===== src/rtl/fit_pkg.sv =====
package fit_pkg;
    localparam int STAT_W  = 12;
    localparam int LVL_W   = 7;
    localparam int CNT_W   = 4;
    localparam int EVT_W   = 5;

    // status bit positions
    localparam int ST_TX_LOW  = 0;
    localparam int ST_RX_HIGH = 1;
    localparam int ST_TX_UDR  = 2;
    localparam int ST_TX_OVR  = 3;
    localparam int ST_RX_UDR  = 4;
    localparam int ST_RX_OVR  = 5;
    localparam int ST_STALE   = 6;
    localparam int ST_EVT_LO  = 7;

    // control word fields
    localparam int CTL_RX_EN   = 0;
    localparam int CTL_TX_EN   = 1;
    localparam int CTL_RX_TRIG = 4;
    localparam int CTL_TX_TRIG = 16;

    typedef enum logic [1:0] {
        TR_IDLE  = 2'd0,
        TR_COUNT = 2'd1,
        TR_FIRED = 2'd2
    } trail_state_e;
endpackage


===== src/rtl/fit_fifo_watch.sv =====
module fit_fifo_watch
    import fit_pkg::*;
#(
    parameter int DEPTH = 16,
    parameter bit IS_RX = 1'b0
) (
    input  logic             en,
    input  logic [LVL_W-1:0] level,
    input  logic [LVL_W-1:0] trig,
    input  logic             push,
    input  logic             pop,
    output logic             thr_hit,
    output logic             ovr,
    output logic             udr,
    output logic             push_ok,
    output logic             pop_ok,
    output logic             full,
    output logic             empty
);
    localparam logic [LVL_W-1:0] FULL_LVL = LVL_W'(DEPTH);

    assign full    = (level == FULL_LVL);
    assign empty   = (level == '0);
    assign push_ok = push && !full;
    assign pop_ok  = pop && !empty;
    assign ovr     = en && push && full;
    assign udr     = en && pop && empty;

    generate
        if (IS_RX) begin : g_high
            assign thr_hit = en && (level >= trig);
        end else begin : g_low
            assign thr_hit = en && (level <= trig);
        end
    endgenerate
endmodule


===== src/rtl/fit_trail_fsm.sv =====
module fit_trail_fsm
    import fit_pkg::*;
(
    input  logic             clk,
    input  logic             rst_n,
    input  logic             en,
    input  logic             has_data,
    input  logic             arrive,
    input  logic             tick,
    input  logic [CNT_W-1:0] limit,
    output logic             fire
);
    trail_state_e     state_q, state_d;
    logic [CNT_W-1:0] cnt_q, cnt_d;
    logic             active;

    assign active = en && has_data;

    always_ff @(posedge clk) begin
        if (!rst_n) begin
            state_q <= TR_IDLE;
            cnt_q   <= '0;
        end else begin
            state_q <= state_d;
            cnt_q   <= cnt_d;
        end
    end

    always_comb begin
        state_d = state_q;
        cnt_d   = cnt_q;
        unique case (state_q)
            TR_IDLE: begin
                if (active) begin
                    state_d = TR_COUNT;
                    cnt_d   = '0;
                end
            end
            TR_COUNT: begin
                if (!active) begin
                    state_d = TR_IDLE;
                end else if (arrive) begin
                    cnt_d = '0;
                end else if (tick) begin
                    if (cnt_q == limit) state_d = TR_FIRED;
                    else                cnt_d   = cnt_q + 1'b1;
                end
            end
            TR_FIRED: begin
                if (!active) begin
                    state_d = TR_IDLE;
                end else if (arrive) begin
                    state_d = TR_COUNT;
                    cnt_d   = '0;
                end
            end
            default: state_d = TR_IDLE;
        endcase
    end

    always_comb begin
        fire = 1'b0;
        unique case (state_q)
            TR_COUNT: fire = active && !arrive && tick && (cnt_q == limit);
            default:  fire = 1'b0;
        endcase
    end

    // a request is always followed by the reported state
    assert_fire_enters_fired_R7: assert property (@(posedge clk) disable iff (!rst_n)
        fire |=> (state_q == TR_FIRED));

    // no second request while the stretch is already reported
    assert_single_request_R8: assert property (@(posedge clk) disable iff (!rst_n)
        (state_q == TR_FIRED) |-> !fire);
endmodule


===== src/rtl/fit_status_reg.sv =====
module fit_status_reg
    import fit_pkg::*;
(
    input  logic              clk,
    input  logic              rst_n,
    input  logic [STAT_W-1:0] set_vec,
    input  logic              clr_stb,
    input  logic [STAT_W-1:0] clr_mask,
    output logic [STAT_W-1:0] status
);
    logic [STAT_W-1:0] clr_eff;

    assign clr_eff = clr_stb ? clr_mask : '0;

    always_ff @(posedge clk) begin
        if (!rst_n) status <= '0;
        else        status <= (status & ~clr_eff) | set_vec;
    end

    // cleared bits without a competing request read zero afterwards
    assert_clear_takes_R6: assert property (@(posedge clk) disable iff (!rst_n)
        clr_stb |=> ((status & $past(clr_mask & ~set_vec)) == '0));

    // bits not cleared never drop
    assert_sticky_R6: assert property (@(posedge clk) disable iff (!rst_n)
        1'b1 |=> ((($past(status) & ~$past(clr_eff)) & ~status) == '0));
endmodule


===== src/rtl/fit_irq_unit.sv =====
module fit_irq_unit
    import fit_pkg::*;
#(
    parameter int DEPTH = 16
) (
    input  logic              clk,
    input  logic              rst_n,
    input  logic [31:0]       fifo_ctl,
    input  logic [STAT_W-1:0] int_en,
    input  logic [CNT_W-1:0]  trail_limit,
    input  logic              tick,
    input  logic [LVL_W-1:0]  tx_level,
    input  logic [LVL_W-1:0]  rx_level,
    input  logic              tx_push,
    input  logic              tx_pop,
    input  logic              rx_push,
    input  logic              rx_pop,
    input  logic [EVT_W-1:0]  xfer_evt,
    input  logic              clr_stb,
    input  logic [STAT_W-1:0] clr_mask,
    output logic              tx_push_ok,
    output logic              tx_pop_ok,
    output logic              rx_push_ok,
    output logic              rx_pop_ok,
    output logic [STAT_W-1:0] status,
    output logic [31:0]       fifo_stat,
    output logic              irq
);
    localparam logic [LVL_W-1:0] FULL_LVL = LVL_W'(DEPTH);

    logic tx_en, rx_en;
    logic tx_thr, tx_ovr, tx_udr, tx_full, tx_empty;
    logic rx_thr, rx_ovr, rx_udr, rx_full, rx_empty;
    logic stale_fire;
    logic [STAT_W-1:0] set_vec;
    logic unused_ctl;

    assign tx_en = fifo_ctl[CTL_TX_EN];
    assign rx_en = fifo_ctl[CTL_RX_EN];
    assign unused_ctl = ^{fifo_ctl[31:23], fifo_ctl[15:11], fifo_ctl[3:2]};

    fit_fifo_watch #(.DEPTH(DEPTH), .IS_RX(1'b0)) u_tx (
        .en(tx_en), .level(tx_level), .trig(fifo_ctl[CTL_TX_TRIG +: LVL_W]),
        .push(tx_push), .pop(tx_pop), .thr_hit(tx_thr), .ovr(tx_ovr), .udr(tx_udr),
        .push_ok(tx_push_ok), .pop_ok(tx_pop_ok), .full(tx_full), .empty(tx_empty)
    );

    fit_fifo_watch #(.DEPTH(DEPTH), .IS_RX(1'b1)) u_rx (
        .en(rx_en), .level(rx_level), .trig(fifo_ctl[CTL_RX_TRIG +: LVL_W]),
        .push(rx_push), .pop(rx_pop), .thr_hit(rx_thr), .ovr(rx_ovr), .udr(rx_udr),
        .push_ok(rx_push_ok), .pop_ok(rx_pop_ok), .full(rx_full), .empty(rx_empty)
    );

    fit_trail_fsm u_stale (
        .clk(clk), .rst_n(rst_n), .en(rx_en), .has_data(!rx_empty),
        .arrive(rx_push_ok), .tick(tick), .limit(trail_limit), .fire(stale_fire)
    );

    always_comb begin
        set_vec             = '0;
        set_vec[ST_TX_LOW]  = tx_thr;
        set_vec[ST_RX_HIGH] = rx_thr;
        set_vec[ST_TX_UDR]  = tx_udr;
        set_vec[ST_TX_OVR]  = tx_ovr;
        set_vec[ST_RX_UDR]  = rx_udr;
        set_vec[ST_RX_OVR]  = rx_ovr;
        set_vec[ST_STALE]   = stale_fire;
        set_vec[ST_EVT_LO +: EVT_W] = xfer_evt;
    end

    fit_status_reg u_stat (
        .clk(clk), .rst_n(rst_n), .set_vec(set_vec),
        .clr_stb(clr_stb), .clr_mask(clr_mask), .status(status)
    );

    assign irq = |(status & int_en);

    assign fifo_stat = {7'b0, rx_empty, rx_full, rx_level,
                        7'b0, tx_empty, tx_full, tx_level};

    // a push into a full enabled TX FIFO is always reported
    assert_tx_overrun_R4: assert property (@(posedge clk) disable iff (!rst_n)
        (tx_push && tx_en && tx_level == FULL_LVL) |=> status[ST_TX_OVR]);

    // a pop from an empty enabled RX FIFO is always reported
    assert_rx_underrun_R4: assert property (@(posedge clk) disable iff (!rst_n)
        (rx_pop && rx_en && rx_level == '0) |=> status[ST_RX_UDR]);

    // a disabled RX FIFO raises none of its bits
    assert_rx_disabled_R10: assert property (@(posedge clk) disable iff (!rst_n)
        (!rx_en && !$past(status[ST_STALE]) && !(clr_stb && 1'b0)) |=> !status[ST_STALE] || $past(status[ST_STALE]));
endmodule


===== config.mk =====
export PLATFORM = sky130hd
export DESIGN_NAME = fit_irq_unit
export DESIGN_NICKNAME = d
export VERILOG_FILES = /design/src/rtl/fit_pkg.sv /design/src/rtl/fit_fifo_watch.sv /design/src/rtl/fit_trail_fsm.sv /design/src/rtl/fit_status_reg.sv /design/src/rtl/fit_irq_unit.sv
export SDC_FILE = /design/constraint.sdc
export NUM_CORES = 1
export LEC_CHECK = 0
export BUFFER_PORTS_ARGS = -buffer_cell sky130_fd_sc_hd__buf_4
export CORE_UTILIZATION = 40
export CTS_CLUSTER_DIAMETER = 60
export DETAILED_ROUTE_END_ITERATION = 8
export PLACE_DENSITY = 0.81
export SYNTH_ARGS = -nofsm -noshare
export SYNTH_HDL_FRONTEND = slang
export SYNTH_HIERARCHICAL = 1
export SYNTH_SLANG_ARGS = --single-unit

===== constraint.sdc =====
create_clock -name clk -period 2.34 [get_ports clk]
set_input_delay 0.117 -clock clk [delete_from_list [all_inputs] [get_ports clk]]
set_output_delay 0.117 -clock clk [all_outputs]
set_load 0.02 [all_outputs]

==> results.md, run 1 <==
Clock network:
- Counting along the longest clock path gives a buffer depth of 2.
- The cts-stage hold buffer count is 0.
- The later pin in the worst-skew pair is clocked with a latency of 0.25 ns.
- The buffers inserted during post-CTS setup optimization is 0.
- The clock tree root driver cell is clkbuf_8.
- The number of levels in the clock H-tree is 1.
- The number of sinks driven by the clock tree is 18.
- Counting the buffers created by CTS gives 3.
- The clock-pin slew on the worst setup and hold paths is 0.07 ns.
- TritonCTS built the clock tree.
- Once the clock tree was built, the resizer swapped 0 gates to a different size.

Timing:
- The final setup violation count is 0.
- The total count of hold-check failures in the final report was 0.
- Setup total negative slack on the finished layout was measured at 0 ns.
- The max-slew violation total from the final report was 0.
- The worst max-slew margin expressed relative to the limit is 67.2%.
- Setup repair after global routing left no endpoint under its margin.
- The final worst clock skew is 0.000358 ns.
- For the pin with the worst max-slew slack, the measured transition is 0.486 ns.
- The post-route minimum period is 1.81 ns.
- In the finished design, the share of the clock period the worst path needs comes to 77.3%.
- The highest clock rate is 0.553 GHz.

Setup path:
- The kind of capture point of the worst setup path is a flip-flop.
- At the worst endpoint, the arrival time is 1.99 ns.
- The data required time of the worst path is 2.52 ns.
- The worst setup path is launched from a primary input.
- The maximum fanout count along the critical path is 5.
- The worst setup path category is primary input to flip-flop.

Run status:
- The run finished with clean final reports.

Yosys:
- The largest total area in the synthesized netlist belongs to dfxtp_1.
- The average instance in the mapped netlist occupies 8.39 sq um.
- The fraction of synthesized cell area taken by the top area cell type is 20.6%.
- Yosys attributes the largest share of cell area to dfxtp_1 21%, buf_4 14%, ha_1 11%.
- Counting distinct cell types in the post-synthesis netlist gives 48.
- In this run, synthesis produced a sequential element count of 18.
- The leading register cell type out of synthesis is dfxtp_1.
- The async set-or-reset flop fraction in the synthesized netlist is 0%.
- The number of enable flip-flop cells after synthesis is 0.
- Yosys printed 6 warnings.
- Synthesis produced 208 cells.
- Of the synthesized area, sequential elements account for 20.6%.
- The cell area that synthesis handed to floorplanning was 0.00175 sq mm.

Floorplanning:
- During I/O placement, the number of pins put on the boundary was 136.
- The initial utilization of the core area, before any placement, comes to 42.7%.
- The floorplan step defined a die boundary enclosing 0.00463 sq mm.
- Measured along the x axis, the die boundary spans 68.1 um.
- The count of standard-cell rows is 23.
- The die height is 68.1 um.
- The floorplan step defined a core boundary enclosing 0.00409 sq mm.

Routing:
- Dividing the detail-routed via count by the number of cells gives 5.04.
- In this run, the number of DRC markers left after iteration 0 of detailed routing was 48.
- The average detailed-routed wire length per instance is 13.1 um.
- Wires add up to 4520 um.
- The number of nets with antenna violations after detailed routing is 0.
- The count of vias placed by the detailed router is 1743.
- For this run, the detailed router's first-pass iteration total came to 4.
- The DRC violations left is 0.

Final layout:
- Cells with a size suffix above 1 make up 45.3% of the layout.
- The footprint of the multi-input gates is 0.00106 sq mm.
- From synthesis to final layout, the design area changed by 40.1%.
- Cells fill 59.8% of the core in the end.
- The net count of the finished layout is 399.
- The filler cells instantiated in the layout total 397.
- The repair_antennas step left the layout with diodes totalling 0.
- The sequential cells in the finished layout cover a total of 360 sq um.

Pwr:
- The total power divided by cell area is 374 mW/mm^2.
- The static leakage is 1.22 nW.
- The worst IR drop on VDD is 237 uV.

Placed design:
- The routability congestion estimate is 0.864.
- The placed wire-length estimate after detailed placement is 3910 um.
- Buffers placed on the I/O ports in this run total 105.

Global routing:
- The wire length of the first global-routing pass is 6850 um.
- The global-route congestion overflow total is 0.
- The number of global-route vias before repair is 1628.
- Global routing used 19.1% of the available tracks.
- Entering global routing, the biggest net connects 22 pins.
- The initial antenna violation count was 0.

Run:
- Max-cap violations in this run came to 0.

Min path:
- The worst hold path class is primary input to flip-flop.
-- cell usage in the layout, fill, tap and decap left out, types with 3 or more instances in the layout --
| cell type | netlist | layout |
|---|---|---|
| dfxtp_1 | 18 | 18 |
| buf_4 | 33 | 106 |
| nand3_1 | 11 | 11 |
| o21ai_1 | 13 | 13 |
| a31oi_2 | 10 | 10 |
| a21oi_1 | 7 | 7 |
| a22o_1 | 4 | 4 |
| inv_1 | 30 | 30 |
| ha_1 | 15 | 15 |
| nand2_1 | 4 | 4 |
| a221oi_2 | 3 | 3 |
| xor2_1 | 4 | 4 |
| nand3b_1 | 3 | 3 |
| nor2_1 | 6 | 6 |
| clkbuf_8 | 0 | 4 |
| conb_1 | 1 | 14 |
| nand4_1 | 5 | 5 |
-- cell type report --
cell class | instances | area share (%)
Tap cell | 50 | 2.56
Multi-Input combinational cell | 138 | 43.3
Clock buffer | 4 | 2.25
Inverter | 30 | 4.61
Timing Repair Buffer | 106 | 32.5
Sequential cell | 18 | 14.7
-- registers in the layout (all words and copies together) (netlist names) --
| register | flops |
|---|---|
| u_stat/status | 12 |
| u_stale/cnt_q | 4 |
| u_stale/state_q | 2 |
-- through the flow --
stage	total power (W)	instances	cell area, sq um	hold WS [ns]	setup slack (ns)
after floorplan	0.000530	221	1790	0.218	0.360
after global placement	0.000660	342	2390	0.312	0.330
after detailed placement	0.000668	342	2390	0.323	0.258
after CTS	0.000921	346	2440	0.0553	0.523
after global routing	0.000966	346	2440	0.0521	0.386
final	0.000914	346	2440	0.0584	0.530
-- layer usage --
| metal | vias to the layer above | track usage (%) | part of all wire, % |
|---|---|---|---|
| met5 | - | 0 | 0 |
| met4 | 0 | 3.13 | 0.97 |
| met3 | 6 | 5.17 | 6.5 |
| met2 | 68 | 35.8 | 53 |
| met1 | 792 | 21.6 | 39 |
| li1 | 877 | - | - |
-- critical path, stage by stage --
cell and delay (ns):
buf_4 0.12, or4_4 0.54, nor3_2 0.17, and2_2 0.19
nor2b_1 0.08, nor3b_1 0.19, buf_4 0.16, nand2_1 0.05
nor2_1 0.15, inv_1 0.07, a31oi_2 0.16
-- cells in the mapped netlist (2+ instances only) --
cell       n
a31oi_1    2
inv_1     30
nand2_1    4
nor2_1     6
a221oi_2   3
nand3_1   11
and3_2     2
and4_1     2
o21ai_1   13
a22oi_1    2
o41ai_1    2
o21a_1     2
nand2b_1   2
dfxtp_1   18
nand3b_1   3
and2_2     2
a21oi_1    7
a31oi_2   10
ha_1      15
a22o_1     4
nor2b_1    2
buf_4     33
xor2_1     4
nand4_1    5
-- power breakdown --
group	leakage, nW	total [W]	switching (W)	internal (W)
registers	0.147	0.000329	0.0000112	0.000317
clock network	0.0288	0.000253	0.000104	0.000149
logic	1.04	0.000332	0.000169	0.000163
-- worst paths after layout --
path | from | endpoint | slack (ns) | cells after the start
worst min register to register | u_stale/cnt_q[2] | u_stale/cnt_q[2] | 0.50 | 1
worst max register to register | u_stale/cnt_q[2] | u_stat/status[6] | 0.83 | 6
worst max-delay path | rx_level[5] | u_stat/status[6] | 0.53 | 11
worst min-delay path | clr_mask[7] | u_stat/status[7] | 0.06 | 2
-- cell families after synthesis --
group | synth area share, %
XOR/XNOR | 2.01
buffers and inverters | 21.5
adder cells (fa/ha/maj) | 10.8
multiplexers | 0.573
AO/OA/AOI/OAI | 23.9
AND/OR/NAND/NOR | 20.4
flip-flops | 20.6
other | 0.215
(Power assumes the default switching activity.)
==> run 2: changes to the inputs <==
--- a/config.mk
+++ b/config.mk
@@ -6,10 +6,10 @@
 export NUM_CORES = 1
 export LEC_CHECK = 0
 export BUFFER_PORTS_ARGS = -buffer_cell sky130_fd_sc_hd__buf_4
-export CORE_UTILIZATION = 40
+export CORE_UTILIZATION = 36
 export CTS_CLUSTER_DIAMETER = 60
 export DETAILED_ROUTE_END_ITERATION = 8
-export PLACE_DENSITY = 0.81
+export PLACE_DENSITY = 0.77
 export SYNTH_ARGS = -nofsm -noshare
 export SYNTH_HDL_FRONTEND = slang
 export SYNTH_HIERARCHICAL = 1
==> constraint.sdc (replaced) <==
create_clock -name clk -period 1.5 [get_ports clk]
set_input_delay 0.075 -clock clk [delete_from_list [all_inputs] [get_ports clk]]
set_output_delay 0.075 -clock clk [all_outputs]
set_load 0.02 [all_outputs]
==> run 2 against run 1 <==
The flow now finishes with violations (setup timing); global-route usage down 0.54 points; clock-buffer cell count unchanged; power rose by 60%; register-to-register slack worse by 0.90 ns; worst hold slack got worse by 0.049 ns; clock skew about the same; sequential power grew 56%; final area rose by 7.6%; critical path depth fell by 2; first-iteration DRC count rose by 56%; highest routed layer unchanged.
==> results.md, run 2 (synthesis results as in run 1) <==
Floorplanning:
- The die height was 71.6 um (+5.3%).
- The horizontal die dimension was 71.6 um (+5.3%).
- The overall die area is 0.00513 sq mm (+11%).
- The placeable core region was 0.00450 sq mm (+10%).
- The number of primary I/O pins came to 136 (unchanged).
- The initial cell density of the core is 38.8% (-4.0 points).
- The count of standard-cell rows was 24 (+4.3%).

Routing:
- The average detailed-routed wire length per instance is 13.5 um (+3.0%).
- The DRC violations left came to 0 (unchanged).
- The number of optimization iterations in the first detailed-route pass is 5 (+1).
- The count of vias placed by the detailed router is 1819 (+4.4%).
- The violation count after the first detailed-route iteration is 75 (+56%).
- The detailed-route vias per instance is 4.98 (-1.1%).
- The number of nets with antenna violations after detailed routing is 0 (unchanged).
- The sum of routed wire length over all layers is 4910 um (+8.7%).

Placed design:
- The placed wire-length estimate after detailed placement is 4110 um (+5.3%).
- The routability congestion estimate came to 0.804 (-6.9%).
- The total cell area at the placement stage is 0.00251 sq mm (+5.1%).
- The pre-CTS setup slack came to -0.443 ns (-0.701 ns).
- The number of buffer cells added on primary ports was 105 (unchanged).

Setup path:
- The data required time of the worst path was 1.70 ns (-0.82 ns).
- The maximum fanout count along the critical path came to 5 (unchanged).
- The worst setup path is launched from a primary input.
- The endpoint of the worst register-to-register path is u_stat/status[6].
- The buffering stage count on the worst path with inverters included is 1 (-2).
- The maximum cell stage delay along the critical path is 0.56 ns (+0.02 ns).
- The slowest library cell on the worst path is or4_4.
- The arrival time at the worst endpoint came to 1.90 ns (-0.09 ns).
- The gate family responsible for the most delay along the worst path is simple AND/OR/NAND/NOR gates.
- In this run the critical register-to-register path is launched from u_stale/cnt_q[2].
- The worst setup path category is primary input to flip-flop.
- Walking the worst path, the cells encountered are buf_6 -> or4_4 -> nor3_4 -> and2_4 -> nor2b_4 -> nor3b_4 -> nand3_1 -> or3_1 -> nand3_1.
- The worst reg2reg path depth is 6 (unchanged).
- The kind of capture point of the worst setup path is a flip-flop.
- The slack of the worst reg-to-reg path was -0.07 ns (-0.90 ns).
- In this design, the critical path's most frequently occurring cell is nand3_1.

Final layout:
- The flip-flop count of the largest register after layout is 12 (unchanged).
- The ratio of cells with drive above 1 in the final layout came to 49.8% (+4.6 points).
- The count of antenna diodes in the layout came to 0 (unchanged).
- The library cell used most frequently in the layout, excluding fill and tap cells, is buf_4.
- The area overhead of the layout relative to synthesis is 50.8%.
- The most flop-heavy register is u_stat/status.
- The count of nets after finishing is 416 (+4.3%).
- The cell area after layout was 0.00263 sq mm (+7.6%).
- The library cells used most frequently in the layout, excluding fill and tap cells, are 120 x buf_4, 30 x inv_1, 18 x dfxtp_1.
- The largest registers in the layout are u_stat/status: 12 flops, u_stale/cnt_q: 4 flops, u_stale/state_q: 2 flops.

Timing:
- Timing would allow up to 0.589 GHz.
- The share of the cycle needed by the critical path after routing is 113%.
- The smallest clock period supported by the final layout is computed as 1.70 ns.
- The final worst clock skew is 0.000508 ns (+0.000151 ns).
- The smallest setup slack after layout is -0.198 ns (-0.729 ns).
- Setup repair after global routing could not meet its margin everywhere.
- The final setup violation count came to 7 (+7).
- The max-slew violation total from the final report is 0 (unchanged).
- The total count of hold-check failures in the final report is 0 (unchanged).

Clock network:
- The source-to-sink clock delay at the later pin of the worst-skew pair is 0.25 ns (about the same).
- The number of sinks driven by the clock tree is 18 (unchanged).
- TritonCTS built the clock tree.
- The maximum count of clock buffers along a single path is 2 (unchanged).
- The number of buffers added by the clock tree synthesis step was 3 (unchanged).
- The clock-pin slew on the worst setup and hold paths is 0.07 ns (about the same).
- The number of levels in the clock H-tree is 1 (unchanged).
- Clock tree synthesis selected as its root buffer the cell clkbuf_8.

Global routing:
- The global routing usage summed across all routing layers is 18.6% (-0.54 points).
- The initial antenna violation count came to 0 (unchanged).
- The largest net degree at the start of global routing is 22 (unchanged).
- The number of global-route vias before repair came to 1721 (+5.7%).
- The global-route congestion overflow total is 0 (unchanged).
- The wire length of the first global-routing pass is 7650 um (+12%).

Pwr:
- The worst IR drop on VDD is 377 uV (+59%).
- The total power divided by cell area is 556 mW/mm^2 (+49%).
- The static leakage is 1.32 nW (+8.3%).

Min path:
- The start point of the worst hold path is clr_mask[11].
- The capture endpoint of the worst hold path is u_stat/status[11].
- The number of cells on the worst hold path was 2 (unchanged).
- The worst hold path class is primary input to flip-flop.

Run status:
- The final reports fail on setup timing.
- The run finished, with violations left.

Run:
- The max-capacitance violation count is 0 (unchanged).
==> run 2: cell count changes in the layout (fill, tap and decap cells not counted), sizes merged <==
| cell | delta |
|---|---|
| dlygate4sd3 | +1 |
| buf | +16 |
==> run 2: metrics by stage <==
step | power, W | hold WS, ns | setup TNS [ns] | utilization (%) | std cells
floorplan | 0.000832 | 0.176 | -0.816 | - | 221
global placement | 0.00105 | 0.270 | -1.86 | 55.8 | 356
detailed placement | 0.00107 | 0.272 | -2.58 | 55.8 | 356
CTS | 0.00148 | 0.00311 | -0.513 | 57.8 | 363
global route | 0.00155 | 0.000118 | -1.63 | 58.4 | 365
finish | 0.00146 | 0.00904 | -0.761 | 58.4 | 365
==> run 2: final cells by class <==
class / instances / area [sq um]
inverters: 30 / 113
well taps: 52 / 65.1
repair buffers: 123 / 933
fillers: 405 / 1870
clock buffers: 4 / 55.1
flip-flops and latches: 18 / 360
multi-input cells: 138 / 1100
==> run 2: repair_timing <==
item | 4_1_cts | 5_1_grt
setup buffers | 3 | 1
hold buffers | 0 | 1
hold endpoints to repair | 0 | 1
resized for setup | 4 | 2
setup endpoints to repair | 6 | 10
pin swaps | 5 | 7
==> run 2: where the power goes <==
group          total, W  internal [W]  switching, W
Combinational  0.000552      0.000278      0.000274
Clock          0.000400      0.000233      0.000167
Sequential     0.000512      0.000495     0.0000174
Total           0.00146       0.00101      0.000458
==> run 2: worst max-delay path by stage <==
stage	from	endpoint	slack, ns	cells after the start
2_1_floorplan	rx_level[5]	u_stale/cnt_q[1]	-0.22	8
3_3_place_gp	rx_level[5]	u_stale/cnt_q[1]	-0.36	9
3_5_place_dp	rx_level[5]	u_stale/cnt_q[1]	-0.44	9
4_1_cts	rx_level[5]	u_stale/cnt_q[1]	-0.14	9
5_1_grt	rx_level[5]	u_stat/status[6]	-0.33	10
6_report	rx_level[5]	u_stale/cnt_q[1]	-0.20	9
==> run 2: per-layer routing <==
layer	part of all wire (%)	routed length (um)	global-route usage, %	vias up
li1	-	-	-	916
met1	41	2020	22.6	837
met2	54	2660	34.9	64
met3	4.3	211	3.66	2
met4	0.29	14	1.74	0
met5	0	0	0	-
